## config.mk

```make
export PLATFORM = sky130hd
export DESIGN_NAME = ptr_router
export DESIGN_NICKNAME = d
export VERILOG_FILES = /design/src/rtl/ptr_pkg.sv /design/src/rtl/ptr_decode.sv /design/src/rtl/ptr_fanout.sv /design/src/rtl/ptr_resp.sv /design/src/rtl/ptr_router.sv
export SDC_FILE = /design/constraint.sdc
export NUM_CORES = 1
export LEC_CHECK = 0
export BUFFER_PORTS_ARGS = -buffer_cell sky130_fd_sc_hd__buf_2
export CAP_MARGIN = 20
export CORE_AREA = 2 2 157 159
export CTS_CLUSTER_SIZE = 24
export DETAILED_ROUTE_END_ITERATION = 8
export DIE_AREA = 0 0 159 161
export PLACE_DENSITY = 0.45
export SLEW_MARGIN = 5
export SYNTH_ARGS = -nofsm -noshare
export SYNTH_HDL_FRONTEND = slang
export SYNTH_SLANG_ARGS = --single-unit
```

## constraint.sdc

```tcl
create_clock -name clk -period 2.7 [get_ports clk]
set_input_delay 0.54 -clock clk [delete_from_list [all_inputs] [get_ports clk]]
set_output_delay 0.54 -clock clk [all_outputs]
set_load 0.1 [all_outputs]
```

## src/rtl/ptr_pkg.sv

```systemverilog
package ptr_pkg;

    // Byte width of one register window and the bits that address inside it
    localparam int WIN_BYTES = 32;
    localparam int OFF_W     = $clog2(WIN_BYTES);
    // Size code of the only legal access width (4 bytes)
    localparam logic [1:0] SIZE_WORD = 2'b10;
    // Number of alias windows placed below the direct windows
    localparam int ALIAS_WINS = 2;
    localparam int MAX_CORES  = 4;

    typedef enum logic [1:0] {
        RT_IDLE  = 2'd0,
        RT_INST  = 2'd1,
        RT_VOID  = 2'd2,
        RT_FAULT = 2'd3
    } route_kind_e;

    // Instance index reached through an alias window
    function automatic int alias_index(input int core, input logic is_wdog);
        return 2 * core + (is_wdog ? 1 : 0);
    endfunction

endpackage

```

## src/rtl/ptr_decode.sv

```systemverilog
module ptr_decode
    import ptr_pkg::*;
#(
    parameter int NCORE  = 4,
    parameter int ADDR_W = 9,
    parameter int CORE_W = 2,
    parameter int IDX_W  = 3
) (
    input  logic              valid,
    input  logic [ADDR_W-1:0] addr,
    input  logic [1:0]        size,
    input  logic [CORE_W-1:0] core_id,
    output route_kind_e       kind,
    output logic [IDX_W-1:0]  idx
);
    localparam int NINST = 2 * NCORE;
    localparam int WIN_W = ADDR_W - OFF_W;

    logic [WIN_W-1:0] win;
    int               win_i;
    int               core_i;

    always_comb begin
        win    = addr[ADDR_W-1:OFF_W];
        win_i  = int'(win);
        core_i = int'(core_id);
        kind   = RT_IDLE;
        idx    = '0;
        if (valid) begin
            if (size != SIZE_WORD) begin
                kind = RT_FAULT;
            end else if (win_i < ALIAS_WINS) begin
                if (core_i >= NCORE) begin
                    kind = RT_FAULT;
                end else begin
                    kind = RT_INST;
                    idx  = IDX_W'(alias_index(core_i, win[0]));
                end
            end else if (win_i < NINST + ALIAS_WINS) begin
                kind = RT_INST;
                idx  = IDX_W'(win_i - ALIAS_WINS);
            end else begin
                kind = RT_VOID;
            end
        end
    end

endmodule

```

## src/rtl/ptr_fanout.sv

```systemverilog
module ptr_fanout
    import ptr_pkg::*;
#(
    parameter int NCORE = 4,
    parameter int IDX_W = 3
) (
    input  route_kind_e            kind,
    input  logic [IDX_W-1:0]       idx,
    input  logic [2*NCORE*32-1:0]  inst_rdata,
    input  logic [2*NCORE-1:0]     inst_irq,
    output logic [2*NCORE-1:0]     inst_sel,
    output logic [31:0]            sel_rdata,
    output logic [2*NCORE-1:0]     irq_out
);
    localparam int NINST = 2 * NCORE;

    logic [NINST-1:0][31:0] word;

    for (genvar g = 0; g < NINST; g++) begin : g_lane
        assign word[g]     = inst_rdata[g*32 +: 32];
        assign inst_sel[g] = (kind == RT_INST) && (int'(idx) == g);
        // instance order on the bus equals output bit order
        assign irq_out[g]  = inst_irq[g];
    end

    always_comb begin
        sel_rdata = '0;
        for (int i = 0; i < NINST; i++) begin
            if (inst_sel[i]) sel_rdata = word[i];
        end
    end


    sel_onehot_chk: assert final ($onehot0(inst_sel));

endmodule

```

## src/rtl/ptr_resp.sv

```systemverilog
module ptr_resp
    import ptr_pkg::*;
(
    input  logic        clk,
    input  logic        rst,
    input  logic        req_valid,
    input  logic        req_write,
    input  route_kind_e kind,
    input  logic [31:0] sel_rdata,
    output logic        rsp_valid,
    output logic        rsp_err,
    output logic [31:0] rsp_rdata
);
    always_ff @(posedge clk) begin
        if (rst) begin
            rsp_valid <= 1'b0;
            rsp_err   <= 1'b0;
            rsp_rdata <= '0;
        end else begin
            rsp_valid <= req_valid;
            rsp_err   <= req_valid && (kind == RT_FAULT);
            rsp_rdata <= (req_valid && !req_write && kind == RT_INST) ? sel_rdata : '0;
        end
    end


    rsp_follow_chk: assert property (@(posedge clk) disable iff (rst)
        req_valid |=> rsp_valid);

    rsp_idle_chk: assert property (@(posedge clk) disable iff (rst)
        !req_valid |=> (!rsp_valid && !rsp_err && rsp_rdata == '0));

    wr_zero_chk: assert property (@(posedge clk) disable iff (rst)
        (req_valid && req_write) |=> rsp_rdata == '0);

endmodule

```

## src/rtl/ptr_router.sv

```systemverilog
module ptr_router
    import ptr_pkg::*;
#(
    parameter int NCORE  = 4,
    parameter int ADDR_W = 9,
    parameter int CORE_W = 2,
    localparam int NINST = 2 * NCORE,
    localparam int IDX_W = (NINST > 1) ? $clog2(NINST) : 1
) (
    input  logic                  clk,
    input  logic                  rst,
    input  logic                  req_valid,
    input  logic                  req_write,
    input  logic [ADDR_W-1:0]     req_addr,
    input  logic [1:0]            req_size,
    input  logic [CORE_W-1:0]     req_core_id,
    input  logic [31:0]           req_wdata,
    output logic                  rsp_valid,
    output logic                  rsp_err,
    output logic [31:0]           rsp_rdata,
    output logic [NINST-1:0]      inst_sel,
    output logic                  inst_write,
    output logic [OFF_W-1:0]      inst_off,
    output logic [31:0]           inst_wdata,
    input  logic [NINST*32-1:0]   inst_rdata,
    input  logic [NINST-1:0]      inst_irq,
    output logic [NINST-1:0]      irq_out
);

    if (NCORE < 1 || NCORE > MAX_CORES) begin : g_bad_ncore
        $error("NCORE out of range");
    end

    route_kind_e      kind;
    logic [IDX_W-1:0] idx;
    logic [31:0]      sel_rdata;

    ptr_decode #(
        .NCORE(NCORE), .ADDR_W(ADDR_W), .CORE_W(CORE_W), .IDX_W(IDX_W)
    ) u_decode (
        .valid(req_valid), .addr(req_addr), .size(req_size),
        .core_id(req_core_id), .kind(kind), .idx(idx)
    );

    ptr_fanout #(.NCORE(NCORE), .IDX_W(IDX_W)) u_fanout (
        .kind(kind), .idx(idx), .inst_rdata(inst_rdata), .inst_irq(inst_irq),
        .inst_sel(inst_sel), .sel_rdata(sel_rdata), .irq_out(irq_out)
    );

    ptr_resp u_resp (
        .clk(clk), .rst(rst), .req_valid(req_valid), .req_write(req_write),
        .kind(kind), .sel_rdata(sel_rdata),
        .rsp_valid(rsp_valid), .rsp_err(rsp_err), .rsp_rdata(rsp_rdata)
    );

    assign inst_write = req_write;
    assign inst_off   = req_addr[OFF_W-1:0];
    assign inst_wdata = req_wdata;

    logic [ADDR_W-OFF_W-1:0] win_num;
    assign win_num = req_addr[ADDR_W-1:OFF_W];


    alias_fault_chk: assert property (@(posedge clk) disable iff (rst)
        (req_valid && int'(win_num) < ALIAS_WINS && int'(req_core_id) >= NCORE)
        |-> (inst_sel == '0));

    alias_err_chk: assert property (@(posedge clk) disable iff (rst)
        (req_valid && int'(win_num) < ALIAS_WINS && int'(req_core_id) >= NCORE)
        |=> (rsp_err && rsp_rdata == '0));

    size_fault_chk: assert property (@(posedge clk) disable iff (rst)
        (req_valid && req_size != SIZE_WORD) |=> (rsp_err && rsp_rdata == '0));

    void_quiet_chk: assert property (@(posedge clk) disable iff (rst)
        (req_valid && int'(win_num) >= NINST + ALIAS_WINS) |-> (inst_sel == '0));

    direct_hit_chk: assert property (@(posedge clk) disable iff (rst)
        (req_valid && req_size == SIZE_WORD && int'(win_num) >= ALIAS_WINS
         && int'(win_num) < NINST + ALIAS_WINS) |-> $countones(inst_sel) == 1);

endmodule

```

==> results of run 1 <==
## synth_stat cells, drive strengths merged, types with 10 or more instances
cell type	n
nand2	68
mux2	33
clkbuf	58
o221ai	32
o22ai	32
dfxtp	34
o22a	32
buf	62
a21oi	33
a22oi	32
nor2	10
o21a	64
a2bb2oi	32
o21ai	68
inv	65
## layout make-up
class                           instances  area (um^2)
Fill cell                            2703        17000
Multi-Input combinational cell        461         3440
Timing Repair Buffer                  345         2040
Sequential cell                        34          681
Tap cell                              324          405
Inverter                               65          244
Clock buffer                            5          125
Clock inverter                          3         68.8
## state kept, by name, summed over array words and instances (netlist names)
register	count
u_resp.rsp_err	1
u_resp.rsp_valid	1
u_resp.rsp_rdata	32
## worst max-delay path: stages
cell,delay [ns]
buf_2,0.11
buf_12,0.23
nand2_1,0.21
nor2_1,0.23
o21ai_4,0.10
nor4_4,0.29
buf_12,0.22
## kinds of logic (layout without fill, tap and decap cells)
kind of cell	count (synthesis)	in the layout	synth area share, %
compound gates	332	332	51.1
buf+inv	185	418	18.6
flops	34	34	13.9
mux	33	33	7.59
simple gates	96	96	8.86
## path summary, 6_finish.rpt
kind | slack [ns] | cells past startpoint | endpoint
worst min-delay path | 0.47 | 2 | u_resp.rsp_err$_SDFF_PP0_
worst max-delay path | 0.23 | 7 | inst_sel[6]
## per-stage QoR
| step | setup TNS (ns) | cells | setup WS (ns) | hold slack, ns | utilization, % |
|---|---|---|---|---|---|
| after global placement | 0 | 1229 | 0.136 | 0.771 | 28.4 |
| final | 0 | 1237 | 0.234 | 0.469 | 29.2 |
| after global routing | 0 | 1237 | 0.0950 | 0.460 | 29.2 |
| after detailed placement | 0 | 1229 | 0.0621 | 0.771 | 28.4 |
| after CTS | 0 | 1237 | 0.213 | 0.454 | 29.2 |
| after floorplan | -0.373 | 680 | -0.295 | 0.620 | - |
## report_power, final
group | internal [mW] | switching [mW] | leakage, nW | total (mW)
clock network | 0.532 | 0.279 | 0.0940 | 0.811
registers | 0.503 | 0.000422 | 0.274 | 0.504
logic | 0.352 | 0.400 | 2.61 | 0.752
total | 1.39 | 0.679 | 2.98 | 2.07
## routing by layer
layer | GRT usage [%] | share of wire [%] | vias up
met5 | 0 | 0.13 | -
met4 | 4.71 | 2.1 | 4
met3 | 4.06 | 6.6 | 46
met2 | 32.2 | 50 | 248
met1 | 21.2 | 41 | 2727
li1 | - | - | 2922
==> metrics, run 1 <==
Sinks on Clock Net 34; Nets 1225; Die Footprint 25600 um^2; die width 159 um; total power 2.07 mW; post-CTS setup buffer count 0; ANT nets after route 0; WL final roughly 24000 um; via count 5947; Initial DRC Count 264; Max-cap violations 0; top area cells in the synthesized netlist dfxtp_1 14%, o21a_1 9.8%, mux2_2 7.6%; worst min-delay path startpoint req_size[1]; Slew HR around a third; global-route wire length before repair 35400 um; FP Rows 57; root buf cell clkbuf_16; crit path launch req_addr[7]; # H-tree levels 2; Worst setup EP type output pin; drt via density 4.81; yosys warns 0; top cell type's share of synthesized area 13.9%; Synth area leader dfxtp_1; post-synthesis register bit count 34; Hold-fix buffers, CTS 0; CTS Buf Count 5; Final Max Tran Viols 0; All-Layer GR Usage 17.8%; commonest cells after routing, fill and taps aside 301 x buf_2, 67 x nand2_1, 65 x inv_1; ys flop type dfxtp_1; layout cells sized above 1 a little under half; CTS Buffer Depth 2; WP data arrival about 1.9 ns; Synth Instances 680; Core ar. ~24000 um^2; fmax 405 MHz; Worst Setup Start Kind primary input; status completed; post-DP HPWL around 19000 um; fin crit share 91.3%; Area Growth Syn to Fin 42.9%; sequential share of the synthesized area between 10% and 20%; WL per Instance 19.2 um; CTS tree built; synth unique cells 40; leakage 2.98 nW; post-cts repair resize count 0; grt ovf 0; Post-synth EDFFs 0; Pre-Repair DR Iteration Count 5; crit-path max FO 43; Initial Utilization 20.4%; RSZ-0062 raised after global routing no; Syn Area/Cell 7.20 um^2; mapped cell area 4900 um^2; CP required 2.16 ns; power per cell area ~300 nW/um^2; RD Place Congestion between 0.8 and 0.9; count of final setup violators 0; vias in the first global route 6090; Die Height about 160 um; Hold WC Path Type in2reg; pin count of the biggest net entering global routing 44; Tmin final ~2.5 ns; Inserted Diodes 0; Synth Net Count 993; post-route cell area around 7000 um^2; Post-synth ARST share 0%; Setup CP Type in2out; peak supply drop 0.000182 V; dpl cell area 6810 um^2; commonest non-fill, non-tap cell in the layout buf_2; antenna violations before repair 4; Buffers on Ports a little over 300; Least-Margin Pin Slew 0.991 ns; Hold Fails Final Rpt 0; clk slew on worst S/H paths 0.06 ns; I/O pin cnt 401; DRC Markers 0
No activity file was read; power rests on OpenSTA's default activity.
==> inputs of run 2 (changes only) <==
==> constraint.sdc (replaced) <==
create_clock -name clk -period 2.8 [get_ports clk]
set_input_delay 0.56 -clock clk [delete_from_list [all_inputs] [get_ports clk]]
set_output_delay 0.56 -clock clk [all_outputs]
set_load 0.1 [all_outputs]
==> run 2 against run 1 <==
Net effect:
- sequential power shrank 4%
- clock power shrank 27%
- first-iteration DRC count grew 8.0%
- core utilization shrank 0.68 points
- routed wire length grew 3.8%
- cell area shrank 2.3%
- critical path type unchanged
- critical endpoint is now inst_sel[1]
==> metrics, run 2 (synthesis gave the netlist of run 1 again) <==
Layout fillers 2788 (+3.1%); Tmin final 2.66 ns; Core ar. 24000 um^2 (unchanged); Hold Slack 0.498 ns (+0.0296 ns); power per cell area 262 nW/um^2 (-11%); clk slew on worst S/H paths 0.06 ns (about the same); commonest cells after routing, fill and taps aside 301 x buf_2, 67 x nand2_1, 65 x inv_1; Hold WC Path Type in2reg; drt via density 4.86 (+1.0%); critical path's largest stage delay 0.70 ns (+0.41 ns); root buf cell clkbuf_16; Slew HR 34.4% (+0.56 points); CTS tree built; pin count of the biggest net entering global routing 41 (-6.8%); Worst Setup Start Kind primary input; Area Growth Syn to Fin 39.6%; DRC Markers 0 (unchanged); RSZ-0062 raised after global routing no; dpl cells 1223 (-0.49%); vias in the first global route 6037 (-0.87%); Die Height 161 um (unchanged); ANT nets after route 0 (unchanged); post-DP HPWL 18700 um (+1.2%); WP data arrival 2.10 ns (+0.17 ns); CTS Buf Count 5 (unchanged); fmax 376 MHz; Hold Fails Final Rpt 0 (unchanged); RD Place Congestion 0.782 (-5.1%); CP required 2.24 ns (+0.08 ns); I/O pin cnt 401 (unchanged); leakage 2.89 nW (-2.9%); antenna violations before repair 5 (+1); Pre-Repair DR Iteration Count 8 (+3); total power 1.79 mW (-13%); layout cells sized above 1 47.6% (-0.40 points); count of final setup violators 0 (unchanged); Final Max Tran Viols 0 (unchanged); via count 5982 (+0.59%); CTS Buffer Depth 2 (unchanged); Buffers on Ports 310 (unchanged); grt ovf 0 (unchanged); global-route wire length before repair 36300 um (+2.5%); crit-path max FO 33 (-23%); die width 159 um (unchanged); fin crit share 95.1%; Setup CP Type in2out; Die Footprint 25600 um^2 (unchanged); FP Rows 57 (unchanged); WL per Instance 20.0 um (+4.2%); All-Layer GR Usage 18.5% (+0.74 points); Initial Utilization 20.4% (unchanged); Initial DRC Count 285 (+8.0%); # H-tree levels 2 (unchanged); Top Registers u_resp.rsp_rdata: 32 flops, u_resp.rsp_err: 1 flops, u_resp.rsp_valid: 1 flops; Max-cap violations 0 (unchanged); slowest stage cell, crit path nor2_4; status completed; WL final 24700 um (+3.8%); Worst setup EP type output pin; Sinks on Clock Net 34 (unchanged); peak supply drop 0.000183 V (+0.45%); Final Non-Filler Cells 1232 (-0.40%); area occupied by multi-input gates 3440 um^2 (-0.11%); Finished Core Util 28.5% (-0.68 points); Nets 1219 (-0.49%); commonest non-fill, non-tap cell in the layout buf_2; Largest register FFs 32 (unchanged); worst path cell trace buf_2, mux2_2, nor2_4, nor2_2, buf_12; Biggest register u_resp.rsp_rdata; storage element area 681 um^2 (unchanged); Least-Margin Pin Slew 0.982 ns (-0.00842 ns)
[run 2: report_power, final]
part | total (mW) | internal (mW) | switching, mW
clock | 0.592 | 0.327 | 0.265
sequential | 0.486 | 0.485 | 0.000395
combinational | 0.715 | 0.326 | 0.389
total | 1.79 | 1.14 | 0.655
[run 2: area by class of cell]
class	instances	area share (%)
Multi-Input combinational cell	461	50.3
Timing Repair Buffer	339	28.2
Sequential cell	34	9.95
Tap cell	324	5.93
Inverter	65	3.57
Clock buffer	6	1.88
Clock inverter	1	0.110
Antenna cell	2	0.0732
[run 2: through the flow]
stage                     area, um^2  TNS [ns]  setup slack, ns
after detailed placement        6690         0          0.00502
after CTS                       6830         0          0.00802
after global routing            6840         0           0.0487
final                           6840         0            0.137
after floorplan                 4970    -0.239           -0.235
after global placement          6690         0          0.00107
[run 2: per-layer routing]
metal,GRT usage (%),share of wire (%)
met1,23.8,44
met2,31.2,47
met3,4.34,7.2
met4,5.04,1.8
met5,0,0.085
[run 2: path summary, 6_finish.rpt]
check	start	endpoint	slack, ns	depth (start not counted)
hold / removal	req_size[1]	u_resp.rsp_err$_SDFF_PP0_	0.50	2
setup / recovery	req_addr[7]	inst_sel[1]	0.14	5
[run 2: critical path: cells and delay by family]
family	cells	cell delay [ns]
and+or+nand+nor	2	0.80
muxes	1	0.39
buffers and inverters	2	0.35
[run 2: timing repair]
| action | 4_1_cts | 5_1_grt |
|---|---|---|
| hold buffers | 0 | 0 |
| gates resized for setup | 0 | 1 |
| endpoints found under the setup margin | 0 | 1 |
| hold endpoints to repair | 0 | 0 |
| setup buffers | 0 | 0 |
==> inputs of run 3 (changes only) <==
--- a/config.mk
+++ b/config.mk
@@ -7,11 +7,12 @@
 export LEC_CHECK = 0
 export BUFFER_PORTS_ARGS = -buffer_cell sky130_fd_sc_hd__buf_2
 export CAP_MARGIN = 20
-export CORE_AREA = 2 2 157 159
+export CORE_AREA = 2 2 156 158
 export CTS_CLUSTER_SIZE = 24
 export DETAILED_ROUTE_END_ITERATION = 8
-export DIE_AREA = 0 0 159 161
+export DIE_AREA = 0 0 158 160
 export PLACE_DENSITY = 0.45
+export REMOVE_ABC_BUFFERS = 1
 export SLEW_MARGIN = 5
 export SYNTH_ARGS = -nofsm -noshare
 export SYNTH_HDL_FRONTEND = slang
==> run 3 against run 2 <==
Net effect:
- final cell count rose by 0.41%
- die area fell by 1.2%
- non-clock buffer count grew 6
- global-route usage rose by 0.47 points
- sequential cell count unchanged
- maximum frequency up 4.1%
- total power grew 2.7%
- routed wire length rose by 1.8%
- setup slack better by 0.10 ns
- worst hold slack improved by 0.0088 ns
- core utilization rose by 0.11 points
- largest cell class unchanged
==> metrics, run 3 (synthesis gave the netlist of run 1 again) <==
status completed; final worst slack 0.241 ns (+0.104 ns); Hold WC Path Type in2reg; fmax 391 MHz (+4.1%); dpl cell area 6660 um^2 (-0.51%); post-DP HPWL 19600 um (+4.7%); # H-tree levels 2 (unchanged); WL final 25100 um (+1.8%); commonest cells after routing, fill and taps aside 302 x buf_2, 66 x nand2_1, 65 x inv_1; DRC Markers 0 (unchanged); ANT nets after route 0 (unchanged); I/O pin cnt 401 (unchanged); Layout fillers 2737 (-1.8%); Final Max Tran Viols 0 (unchanged); Area Growth Syn to Fin 39.3%; Buffers on Ports 310 (unchanged); Logic pwr share 37.9% (-2.0 points); slowest stage cell, crit path or4b_4; Sinks on Clock Net 34 (unchanged); clk slew on worst S/H paths 0.06 ns (about the same); Setup CP Type in2out; post-CTS setup buffer count 0 (unchanged); WP data arrival 2.00 ns (-0.10 ns); Initial DRC Count 227 (-20%); Worst Hold Path EP u_resp.rsp_err$_SDFF_PP0_; switching share of power 33.8% (-2.7 points); All-Layer GR Usage 19.0% (+0.47 points); Hold-fix buffers, CTS 0 (unchanged); WHS Path Cells 2 (unchanged); count of final setup violators 0 (unchanged); worst slack, placed 0.217 ns (+0.212 ns); Worst setup EP type output pin; setup_tns 0 ns (unchanged); Tmin final 2.56 ns (-0.104 ns); crit path launch req_core_id[0]; root buf cell clkbuf_16; peak supply drop 0.000196 V (+7.0%); Inserted Diodes 0 (-2); Pre-Repair DR Iteration Count 4 (-4); commonest non-fill, non-tap cell in the layout buf_2; Largest register FFs 32 (unchanged); power per cell area 270 nW/um^2 (+2.9%); CTS Buffer Depth 2 (unchanged); Initial Utilization 20.6% (+0.12 points); Max-cap violations 0 (unchanged); Slew HR 37.7% (+3.3 points); Pint 1.22 mW (+7.1%); crit-path max FO 6 (-82%); worst path cell trace buf_2, or4b_4, a211oi_4, nor2b_1, buf_12; die width 158 um (-0.63%); Reg power frac 26.4% (-0.7 points); global-route wire length before repair 36100 um (-0.57%); CTS Buf Count 5 (unchanged); worst min-delay path startpoint req_size[1]; Core ar. 23800 um^2 (-0.60%); Psw 623 uW (-4.9%); Least-Margin Pin Slew 0.933 ns (-0.0495 ns); antenna violations before repair 0 (-5); Worst Setup Start Kind primary input; pin count of the biggest net entering global routing 49 (+20%); Die Footprint 25300 um^2 (-1.2%); critical path's largest stage delay 0.53 ns (-0.17 ns); Hold Slack 0.507 ns (+0.00883 ns); Top Registers u_resp.rsp_rdata: 32 flops, u_resp.rsp_err: 1 flops, u_resp.rsp_valid: 1 flops; via count 6041 (+0.99%); Clk pwr share 35.7% (+2.7 points); fin crit share 91.4% (-3.7 points); CP required 2.24 ns (about the same); grt ovf 0 (unchanged); layout cells sized above 1 47.3% (-0.26 points); RSZ-0062 raised after global routing no; vias in the first global route 5985 (-0.86%); Biggest register u_resp.rsp_rdata; post-cts repair resize count 0 (unchanged); CTS tree built; FP Rows 57 (unchanged); Nets 1225 (+0.49%); WL per Instance 20.3 um (+1.4%); leakage 2.94 nW (+1.4%); post-route cell area 6820 um^2 (-0.22%); RD Place Congestion 0.780 (-0.23%); drt via density 4.88 (+0.58%); Die Height 160 um (-0.62%); Hold Fails Final Rpt 0 (unchanged)
-- run 3: changes by cell type in the layout (fill, tap and decap cells not counted), moves of 2 or more --
cell,before,now
diode_2,2,0
or3b_2,0,2
clkbuf_8,0,3
buf_4,27,33
nor2_1,3,7
nor2_2,3,0
nor4_1,0,2
or3b_1,2,0
-- run 3: power groups by stage --
stage	Combinational (mW)	Clock (mW)	Sequential, mW
floorplan	0.305	0	0.512
global placement	0.701	0	0.497
detailed placement	0.700	0	0.497
CTS	0.703	0.685	0.486
global route	0.764	0.692	0.486
finish	0.697	0.658	0.486
-- run 3: worst max-delay path, delay by kind of cell --
| family | cells | cell delay (ns) |
|---|---|---|
| and+or+nand+nor | 2 | 0.79 |
| AOI/OAI and AO/OA | 1 | 0.26 |
| buffers and inverters | 2 | 0.36 |
-- run 3: metal layers --
metal,global-route usage (%),up-vias,part of all wire [%]
met4,2.66,2,0.98
met1,23.9,2815,43
met5,3.57,-,0.39
li1,-,2917,-
met3,8.20,20,11
met2,30.4,287,45
-- run 3: final cells by class --
type                       instances  area (um^2)  share of cell area [%]
multi-input combinational        461         3370                    49.3
sequential                        34          681                    9.98
tap                              324          405                    5.94
inverter                          65          244                    3.58
timing repair buffer             345         1960                    28.7
clock buffer                       8          166                    2.44
-- run 3: per-stage QoR --
stage / util [%] / instances / power [mW]
final: 28.6 / 1237 / 1.84
after global routing: 28.6 / 1237 / 1.94
after CTS: 28.6 / 1237 / 1.87
after detailed placement: 27.9 / 1229 / 1.20
after global placement: 27.9 / 1229 / 1.20
after floorplan: - / 560 / 0.817
-- run 3: how the worst max path moves through the flow --
| stage | slack (ns) | cells after the start | end |
|---|---|---|---|
| 6_report | 0.24 | 5 | inst_sel[4] |
| 5_1_grt | 0.17 | 6 | inst_sel[2] |
| 4_1_cts | 0.23 | 5 | inst_sel[4] |
| 3_5_place_dp | 0.22 | 7 | u_resp.rsp_rdata[28]$_SDFF_PP0_ |
| 3_3_place_gp | 0.24 | 5 | inst_sel[4] |
| 2_1_floorplan | -2.07 | 3 | inst_sel[6] |
